$ cat config.mk
export PLATFORM = sky130hd
export DESIGN_NAME = dma_desc_exec
export DESIGN_NICKNAME = d
export VERILOG_FILES = /design/src/rtl/dma_exec_pkg.sv /design/src/rtl/dma_desc_decode.sv /design/src/rtl/dma_line_cursor.sv /design/src/rtl/dma_desc_exec.sv
export SDC_FILE = /design/constraint.sdc
export NUM_CORES = 2
export LEC_CHECK = 0
export BUFFER_PORTS_ARGS = -buffer_cell sky130_fd_sc_hd__buf_2
export CAP_MARGIN = 40
export CORE_AREA = 2 2 487 489
export CTS_BUF_LIST = sky130_fd_sc_hd__clkbuf_16
export DETAILED_ROUTE_END_ITERATION = 16
export DIE_AREA = 0 0 489 491
export RECOVER_POWER = 50
export SLEW_MARGIN = 20
export SYNTH_ARGS = -nofsm -noshare
export SYNTH_HDL_FRONTEND = slang
export SYNTH_SLANG_ARGS = --single-unit
export TNS_END_PERCENT = 30
$ cat constraint.sdc
create_clock -name clk -period 3.2 [get_ports clk]
set_input_delay 0.16 -clock clk [delete_from_list [all_inputs] [get_ports clk]]
set_output_delay 0.16 -clock clk [all_outputs]
set_load 0.03 [all_outputs]
$ cat src/rtl/dma_exec_pkg.sv
// Shared constants and types for the descriptor engine.
// Assumes the fixed two-word descriptor layout; only address width varies.
package dma_exec_pkg;
    localparam int WORD_W   = 64;
    localparam int TYPE_HI  = 63;
    localparam int TYPE_LO  = 60;
    localparam int IRQ_BIT  = 59;
    localparam int CNT_HI   = 63;
    localparam int CNT_LO   = 46;
    localparam int CNT_W    = CNT_HI - CNT_LO + 1;
    localparam logic [3:0] CODE_COPY   = 4'd1;
    localparam logic [3:0] CODE_STATUS = 4'd2;

    typedef enum logic [1:0] {
        KIND_COPY,
        KIND_EMPTY,
        KIND_STATUS,
        KIND_BAD
    } desc_kind_t;

    typedef enum logic [2:0] {
        S_IDLE,
        S_READ,
        S_WRITE,
        S_STORE,
        S_RETIRE
    } exec_state_t;
endpackage

$ cat src/rtl/dma_desc_decode.sv
// Combinational descriptor field extraction and classification.
// Assumes the 64-byte line size fixed by the descriptor format.
module dma_desc_decode
    import dma_exec_pkg::*;
#(
    parameter int ADDR_W = 40,
    parameter int OFF_W  = 6
) (
    input  logic [WORD_W-1:0]        w0,
    input  logic [WORD_W-1:0]        w1,
    output desc_kind_t               kind,
    output logic [ADDR_W-OFF_W-1:0]  src_line,
    output logic [ADDR_W-OFF_W-1:0]  dst_line,
    output logic [CNT_W-1:0]         line_cnt,
    output logic [WORD_W-1:0]        stat_data,
    output logic [OFF_W-4:0]         stat_lane,
    output logic                     want_irq
);
    logic [3:0] code;
    logic       unused_bits;

    assign code      = w1[TYPE_HI:TYPE_LO];
    assign src_line  = w0[ADDR_W-1:OFF_W];
    assign dst_line  = w1[ADDR_W-1:OFF_W];
    assign line_cnt  = w0[CNT_HI:CNT_LO];
    assign stat_data = w0;
    assign stat_lane = w1[OFF_W-1:3];
    assign want_irq  = w1[IRQ_BIT];
    assign unused_bits = ^{w1[IRQ_BIT-1:ADDR_W], w1[2:0]};

    // classify the descriptor from its type code and length
    always_comb begin
        if (code == CODE_COPY)
            kind = (line_cnt == '0) ? KIND_EMPTY : KIND_COPY;
        else if (code == CODE_STATUS)
            kind = KIND_STATUS;
        else
            kind = KIND_BAD;
    end
endmodule

$ cat src/rtl/dma_line_cursor.sv
// Source/destination line pointers and remaining-line counter for a copy.
// Assumes step is asserted only while at least one line remains.
module dma_line_cursor #(
    parameter int LINE_AW = 34,
    parameter int CNT_W   = 18
) (
    input  logic               clk,
    input  logic               rst_n,
    input  logic               load,
    input  logic [LINE_AW-1:0] src_init,
    input  logic [LINE_AW-1:0] dst_init,
    input  logic [CNT_W-1:0]   cnt_init,
    input  logic               step,
    output logic [LINE_AW-1:0] src_line,
    output logic [LINE_AW-1:0] dst_line,
    output logic               last
);
    logic [CNT_W-1:0] remain;

    assign last = (remain == CNT_W'(1));

    // load a new run or advance both pointers after each written line
    always_ff @(posedge clk) begin
        if (!rst_n) begin
            src_line <= '0;
            dst_line <= '0;
            remain   <= '0;
        end else if (load) begin
            src_line <= src_init;
            dst_line <= dst_init;
            remain   <= cnt_init;
        end else if (step) begin
            src_line <= src_line + LINE_AW'(1);
            dst_line <= dst_line + LINE_AW'(1);
            remain   <= remain - CNT_W'(1);
        end
    end


    no_step_past_end_chk: assert property (@(posedge clk) disable iff (!rst_n)
        step |-> (remain != '0));

    step_advances_chk: assert property (@(posedge clk) disable iff (!rst_n)
        (step && !load) |=> (src_line == $past(src_line) + LINE_AW'(1)));
endmodule

$ cat src/rtl/dma_desc_exec.sv
// Descriptor execution engine: accepts one descriptor, runs line copies
// or a masked status store over a line memory port, then pulses done.
// Assumes mem_ack is a one-cycle reply to the request currently held.
module dma_desc_exec
    import dma_exec_pkg::*;
#(
    parameter int ADDR_W     = 40,
    parameter int LINE_BYTES = 64
) (
    input  logic                               clk,
    input  logic                               rst_n,
    input  logic                               desc_valid,
    output logic                               desc_ready,
    input  logic [63:0]                        desc_w0,
    input  logic [63:0]                        desc_w1,
    output logic                               mem_req,
    output logic                               mem_we,
    output logic [ADDR_W-$clog2(LINE_BYTES)-1:0] mem_addr,
    output logic [LINE_BYTES*8-1:0]            mem_wdata,
    output logic [LINE_BYTES-1:0]              mem_wmask,
    input  logic [LINE_BYTES*8-1:0]            mem_rdata,
    input  logic                               mem_ack,
    output logic                               done,
    output logic                               irq,
    output logic                               err
);
    localparam int OFF_W   = $clog2(LINE_BYTES);
    localparam int LINE_AW = ADDR_W - OFF_W;
    localparam int LINE_W  = LINE_BYTES * 8;
    localparam int LANES   = LINE_BYTES / 8;
    localparam int LANE_W  = $clog2(LANES);

    exec_state_t          state;
    desc_kind_t           dec_kind;
    logic [LINE_AW-1:0]   dec_src, dec_dst, cur_src, cur_dst;
    logic [CNT_W-1:0]     dec_cnt;
    logic [WORD_W-1:0]    dec_data;
    logic [LANE_W-1:0]    dec_lane;
    logic                 dec_irq;
    logic                 accept, cur_last, cur_step;
    logic [LINE_W-1:0]    line_buf;
    logic [WORD_W-1:0]    st_data_q;
    logic [LINE_AW-1:0]   st_line_q;
    logic [LANE_W-1:0]    st_lane_q;
    logic                 irq_q, bad_q;
    logic [LINE_BYTES-1:0] lane_mask;

    dma_desc_decode #(.ADDR_W(ADDR_W), .OFF_W(OFF_W)) u_decode (
        .w0(desc_w0), .w1(desc_w1), .kind(dec_kind),
        .src_line(dec_src), .dst_line(dec_dst), .line_cnt(dec_cnt),
        .stat_data(dec_data), .stat_lane(dec_lane), .want_irq(dec_irq)
    );

    assign accept   = desc_valid && desc_ready;
    assign cur_step = (state == S_WRITE) && mem_ack;

    dma_line_cursor #(.LINE_AW(LINE_AW), .CNT_W(CNT_W)) u_cursor (
        .clk(clk), .rst_n(rst_n),
        .load(accept && (dec_kind == KIND_COPY)),
        .src_init(dec_src), .dst_init(dec_dst), .cnt_init(dec_cnt),
        .step(cur_step), .src_line(cur_src), .dst_line(cur_dst),
        .last(cur_last)
    );

    // byte enables for the selected 8-byte lane of a status store
    for (genvar g = 0; g < LANES; g++) begin : g_lane
        assign lane_mask[g*8 +: 8] = {8{st_lane_q == LANE_W'(g)}};
    end

    // sequence the descriptor through read/write/store and retirement
    always_ff @(posedge clk) begin
        if (!rst_n) begin
            state <= S_IDLE;
        end else begin
            case (state)
                S_IDLE:
                    if (accept) begin
                        case (dec_kind)
                            KIND_COPY:   state <= S_READ;
                            KIND_STATUS: state <= S_STORE;
                            default:     state <= S_RETIRE;
                        endcase
                    end
                S_READ:   if (mem_ack) state <= S_WRITE;
                S_WRITE:  if (mem_ack) state <= cur_last ? S_RETIRE : S_READ;
                S_STORE:  if (mem_ack) state <= S_RETIRE;
                default:  state <= S_IDLE;
            endcase
        end
    end

    // latch per-descriptor status fields and retirement flags at accept
    always_ff @(posedge clk) begin
        if (!rst_n) begin
            st_data_q <= '0;
            st_line_q <= '0;
            st_lane_q <= '0;
            irq_q     <= 1'b0;
            bad_q     <= 1'b0;
        end else if (accept) begin
            st_data_q <= dec_data;
            st_line_q <= dec_dst;
            st_lane_q <= dec_lane;
            irq_q     <= (dec_kind == KIND_STATUS) && dec_irq;
            bad_q     <= (dec_kind == KIND_BAD);
        end
    end

    // hold the line returned by the last read for the following write
    always_ff @(posedge clk) begin
        if (!rst_n)
            line_buf <= '0;
        else if ((state == S_READ) && mem_ack)
            line_buf <= mem_rdata;
    end

    // drive the memory port and completion outputs from the state
    always_comb begin
        desc_ready = (state == S_IDLE);
        mem_req    = (state == S_READ) || (state == S_WRITE) || (state == S_STORE);
        mem_we     = (state == S_WRITE) || (state == S_STORE);
        mem_addr   = '0;
        mem_wdata  = line_buf;
        mem_wmask  = '0;
        case (state)
            S_READ:  mem_addr = cur_src;
            S_WRITE: begin
                mem_addr  = cur_dst;
                mem_wmask = '1;
            end
            S_STORE: begin
                mem_addr  = st_line_q;
                mem_wdata = {LANES{st_data_q}};
                mem_wmask = lane_mask;
            end
            default: ;
        endcase
        done = (state == S_RETIRE);
        irq  = done && irq_q;
        err  = done && bad_q;
    end


    req_hold_chk: assert property (@(posedge clk) disable iff (!rst_n)
        (mem_req && !mem_ack) |=> (mem_req && $stable(mem_addr) &&
                                   $stable(mem_we) && $stable(mem_wmask)));

    done_pulse_chk: assert property (@(posedge clk) disable iff (!rst_n)
        done |=> !done);

    done_quiet_chk: assert property (@(posedge clk) disable iff (!rst_n)
        done |-> (!desc_ready && !mem_req));

    irq_with_done_chk: assert property (@(posedge clk) disable iff (!rst_n)
        irq |-> done);

    err_no_irq_chk: assert property (@(posedge clk) disable iff (!rst_n)
        err |-> (done && !irq));

    empty_copy_retire_chk: assert property (@(posedge clk) disable iff (!rst_n)
        (accept && desc_w1[63:60] == CODE_COPY && desc_w0[63:46] == '0)
        |=> (done && !mem_req && !err));

    bad_type_retire_chk: assert property (@(posedge clk) disable iff (!rst_n)
        (accept && desc_w1[63:60] != CODE_COPY && desc_w1[63:60] != CODE_STATUS)
        |=> (done && err && !mem_req));
endmodule

==> flow_summary_export.csv <==
group,metric,value,unit
critical_path,critPathSlowestCell,"nand2_1",
critical_path,cp-start-kind,"register",
clock_tree,cts.path.max_buffers,3,
floorplanning,die_w,489,um
global_routing,grt_first_pass_wirelength,305,mm
logic_synthesis,synth_top_family_by_area,"simple AND/OR/NAND/NOR gates",
placement,post_dp_cell_area,43200,um2
worst_hold_path,hold_class,"in2reg",
floorplanning,num_io_pins,1260,
final_layout,final_cell_area,52600,um2
logic_synthesis,synth_edf_count,0,
critical_path,critPathMaxStageDelay,470,ps
power,power_density,420,nW/um2
sta,tns,0,ps
logic_synthesis,yosysWarnings,0,
placement,hpwlAfterDp,178,mm
clock_tree,numCtsBuffers,91,
routing,dr_total_vias,40042,
final_layout,fin_cells,9664,
routing,drt_iter0_drc,2964,
floorplanning,initial_core_util,0.136,
floorplanning,die_area,240000,um2
critical_path,path_cells,"nor2b_4 -> and2_4 -> buf_12 -> nand2_1 -> nand2_1 -> buf_2",
logic_synthesis,yosysUniqueCellTypes,73,
sta,tightest_slew,1110,ps
global_routing,grtUsageTotal,0.181,
critical_path,required,3040,ps
sta,final-setup-viol-count,0,
floorplanning,die_height,491,um
sta,min_period,3130,ps
logic_synthesis,syn_inst,4675,
final_layout,post_route_cells_drive_above_1_share,0.240,
logic_synthesis,synth-simple-area-share,0.329,
clock_tree,cts.htree.levels,3,
routing,postRouteAntennaNets,0,
run_status,status,"finished, final reports clean",
logic_synthesis,synth-xor-area-share,0.0110,
clock_tree,clk_pin_slew_worst_paths,70,ps
critical_path,cp-end-kind,"output port",
final_layout,fin_nets,7036,
sta,hold_viol_final,0,
global_routing,grt_overflow_total,0,
logic_synthesis,synth_mux_area_frac,0.0113,
routing,firstDrtPassIters,6,
routing,post-route-drc-count,0,
critical_path,crit_arrival,2970,ps
logic_synthesis,yosys.area_share.adder,0.00157,
sta,post-route-period-util,0.979,
flow_run,max-cap-violations,0,
placement,dp_cells,8799,
routing,wl,229,mm
power,finalPower,22.1,mW
critical_path,path_class,"reg2out",
sta,finClkSkew,44.3,ps
clock_tree,root_buffer,"clkbuf_16",
global_routing,antenna_found_initial,99,
sta,whs,102,ps
logic_synthesis,async_reset_ff_frac,0,
sta,slew_headroom,0.262,
clock_tree,cts_tree,"yes",
logic_synthesis,ys_seq_area_frac,0.443,
clock_tree,clk_latency,760,ps
final_layout,area_growth,65.2,%
logic_synthesis,syn_avg_cell_area,6.81,um2
clock_tree,cts_sinks,704,
final_layout,nFillCells,26243,
critical_path,crit_path_frequent_cell,"nand2_1",
routing,routed_via_density,4.14,
logic_synthesis,ys_ff_latch,704,
floorplanning,core_area,235000,um2
global_routing,grt_pass1_vias,38473,
critical_path,cp_max_fo,36,
global_routing,grt_max_degree,126,
sta,rsz0062_at_grt,"false",
logic_synthesis,synth-main-ff-cell,"dfxtp_1",
sta,maxSlewViolCount,0,
logic_synthesis,synth_compound_area_frac,0.146,
logic_synthesis,synth.net_count,5323,
placement,place.gp.congestion,0.950,
sta,fmax,319,MHz
routing,wire_per_inst,23.7,um
placement,numPortBuffers,1237,
power,peakVddDrop,0.394,mV
floorplanning,fp-row-count,178,
logic_synthesis,netlist_area,31800,um2
power,leakagePower,23.6,nW
clock_tree,post_cts_buffers,0,
worst paths after layout:
| path | start | to | slack [ps] | cells past startpoint |
|---|---|---|---|---|
| worst max-delay path | state[0]$_SDFFE_PN0P_ | mem_wdata[67] | 70 | 6 |
| worst min-delay path | desc_w1[61] | irq_q$_SDFFE_PN0P_ | 100 | 5 |
| worst max register to register | state[0]$_SDFFE_PN0P_ | line_buf[188]$_SDFFE_PN0P_ | 190 | 8 |
| worst min register to register | line_buf[377]$_SDFFE_PN0P_ | line_buf[377]$_SDFFE_PN0P_ | 450 | 2 |
layout by cell type (no fill, tap or decap), types with 15 or more instances in the layout:
master         Yosys  routed
xor2_1            19      19
nor3_1            19      19
dlygate4sd3_1      0     646
nor4_1            17      17
buf_2             72    1125
nand2_1         2372    2362
o21ai_0           43      44
clkbuf_16          0      91
dfxtp_1          704     702
a211oi_1          16      16
nand4_1           30      30
a21oi_1          677     677
a22oi_1           40      40
diode_2            0      58
clkinv_1           0      15
mux2_2            32      32
nor2_1            82      83
xnor2_1           21      21
buf_12             0     137
buf_4             58      77
a31oi_1           19      19
nand3_1           33      33
clkbuf_1         247      17
inv_1             15      38
repair_timing:
action | in CTS | in global routing
gates resized for setup | 8 | 6
endpoints found under the setup margin | 257 | 28
hold buffers | 646 | 0
endpoints found under the hold margin | 704 | 0
layer usage:
| layer | vias up | GRT usage | wire (um) |
|---|---|---|---|
| li1 | 18600 | - | - |
| met1 | 19067 | 0.214 | 91300 |
| met2 | 1920 | 0.298 | 105000 |
| met3 | 409 | 0.0580 | 20900 |
| met4 | 46 | 0.0803 | 10800 |
| met5 | - | 0 | 286 |
per-stage QoR:
stage | utilization | setup slack [ps]
2_1_floorplan | - | 894
3_3_place_gp | 0.184 | 458
3_5_place_dp | 0.184 | 534
4_1_cts | 0.224 | -40.4
5_1_grt | 0.224 | 1.36
6_report | 0.224 | 67.3
sequential cells by signal, summed over array words and instances (netlist names):
name               count
st_lane_q              3
irq_q                  1
u_cursor.remain       18
u_cursor.dst_line     34
state                  3
line_buf             512
st_line_q             34
bad_q                  1
st_data_q             64
u_cursor.src_line     34
cell families (layout without fill, tap and decap cells):
family	after synthesis	after routing
buffers and inverters	407	2188
adder cells (fa/ha/maj)	4	4
XOR/XNOR	40	40
AND/OR/NAND/NOR	2638	2638
AO/OA/AOI/OAI	850	850
other	0	58
multiplexers	32	32
flip-flops	704	704
cells in the mapped netlist, types with 4 or more instances:
cell type  number  area (um2)
o311ai_0        7        61.3
a31oi_1        19         119
and3_1          8        50.1
xor2_1         19         166
or4_1           9        67.6
nand4_1        30         188
buf_2          72         360
nand3b_1        6        45.0
and2_1          8        50.1
mux2_2         32         360
o21ai_0        43         215
nand2_1      2372        8900
and4_1         10        87.6
buf_1          10        37.5
a22oi_1        40         300
clkbuf_1      247         927
nor4_1         17         106
buf_4          58         435
buf_6           4        45.0
or3_1          13        81.3
o211ai_1        7        52.6
nand3_1        33         165
xnor2_1        21         184
a211oi_1       16         120
dfxtp_1       704       14100
nor2_1         82         308
o22ai_1         5        31.3
inv_1          15        56.3
ha_1            4        50.1
a21oi_1       677        3390
nor3_1         19        95.1
critical path: cells and delay by family (launching register included):
kind,cells,cell delay [ps]
buffers and inverters,2,530
and+or+nand+nor,4,1170
DFF,1,390
where the power goes:
group / total (mW) / switching (mW) / internal (mW)
Clock: 10.4 / 4.64 / 5.72
Combinational: 2.62 / 1.44 / 1.18
Sequential: 9.11 / 0.150 / 8.96
Total: 22.1 / 6.23 / 15.9
layout make-up:
class,instances,area [um2],area share
Multi-Input combinational cell,3564,15900,0.303
Timing Repair Buffer,2011,15600,0.296
Antenna cell,58,145,0.00276
Inverter,16,67.6,0.00128
Clock buffer,91,2280,0.0433
Clock inverter,70,618,0.0117
Tap cell,3150,3940,0.0749
Sequential cell,704,14100,0.268
No activity file was read; power rests on OpenSTA's default activity.
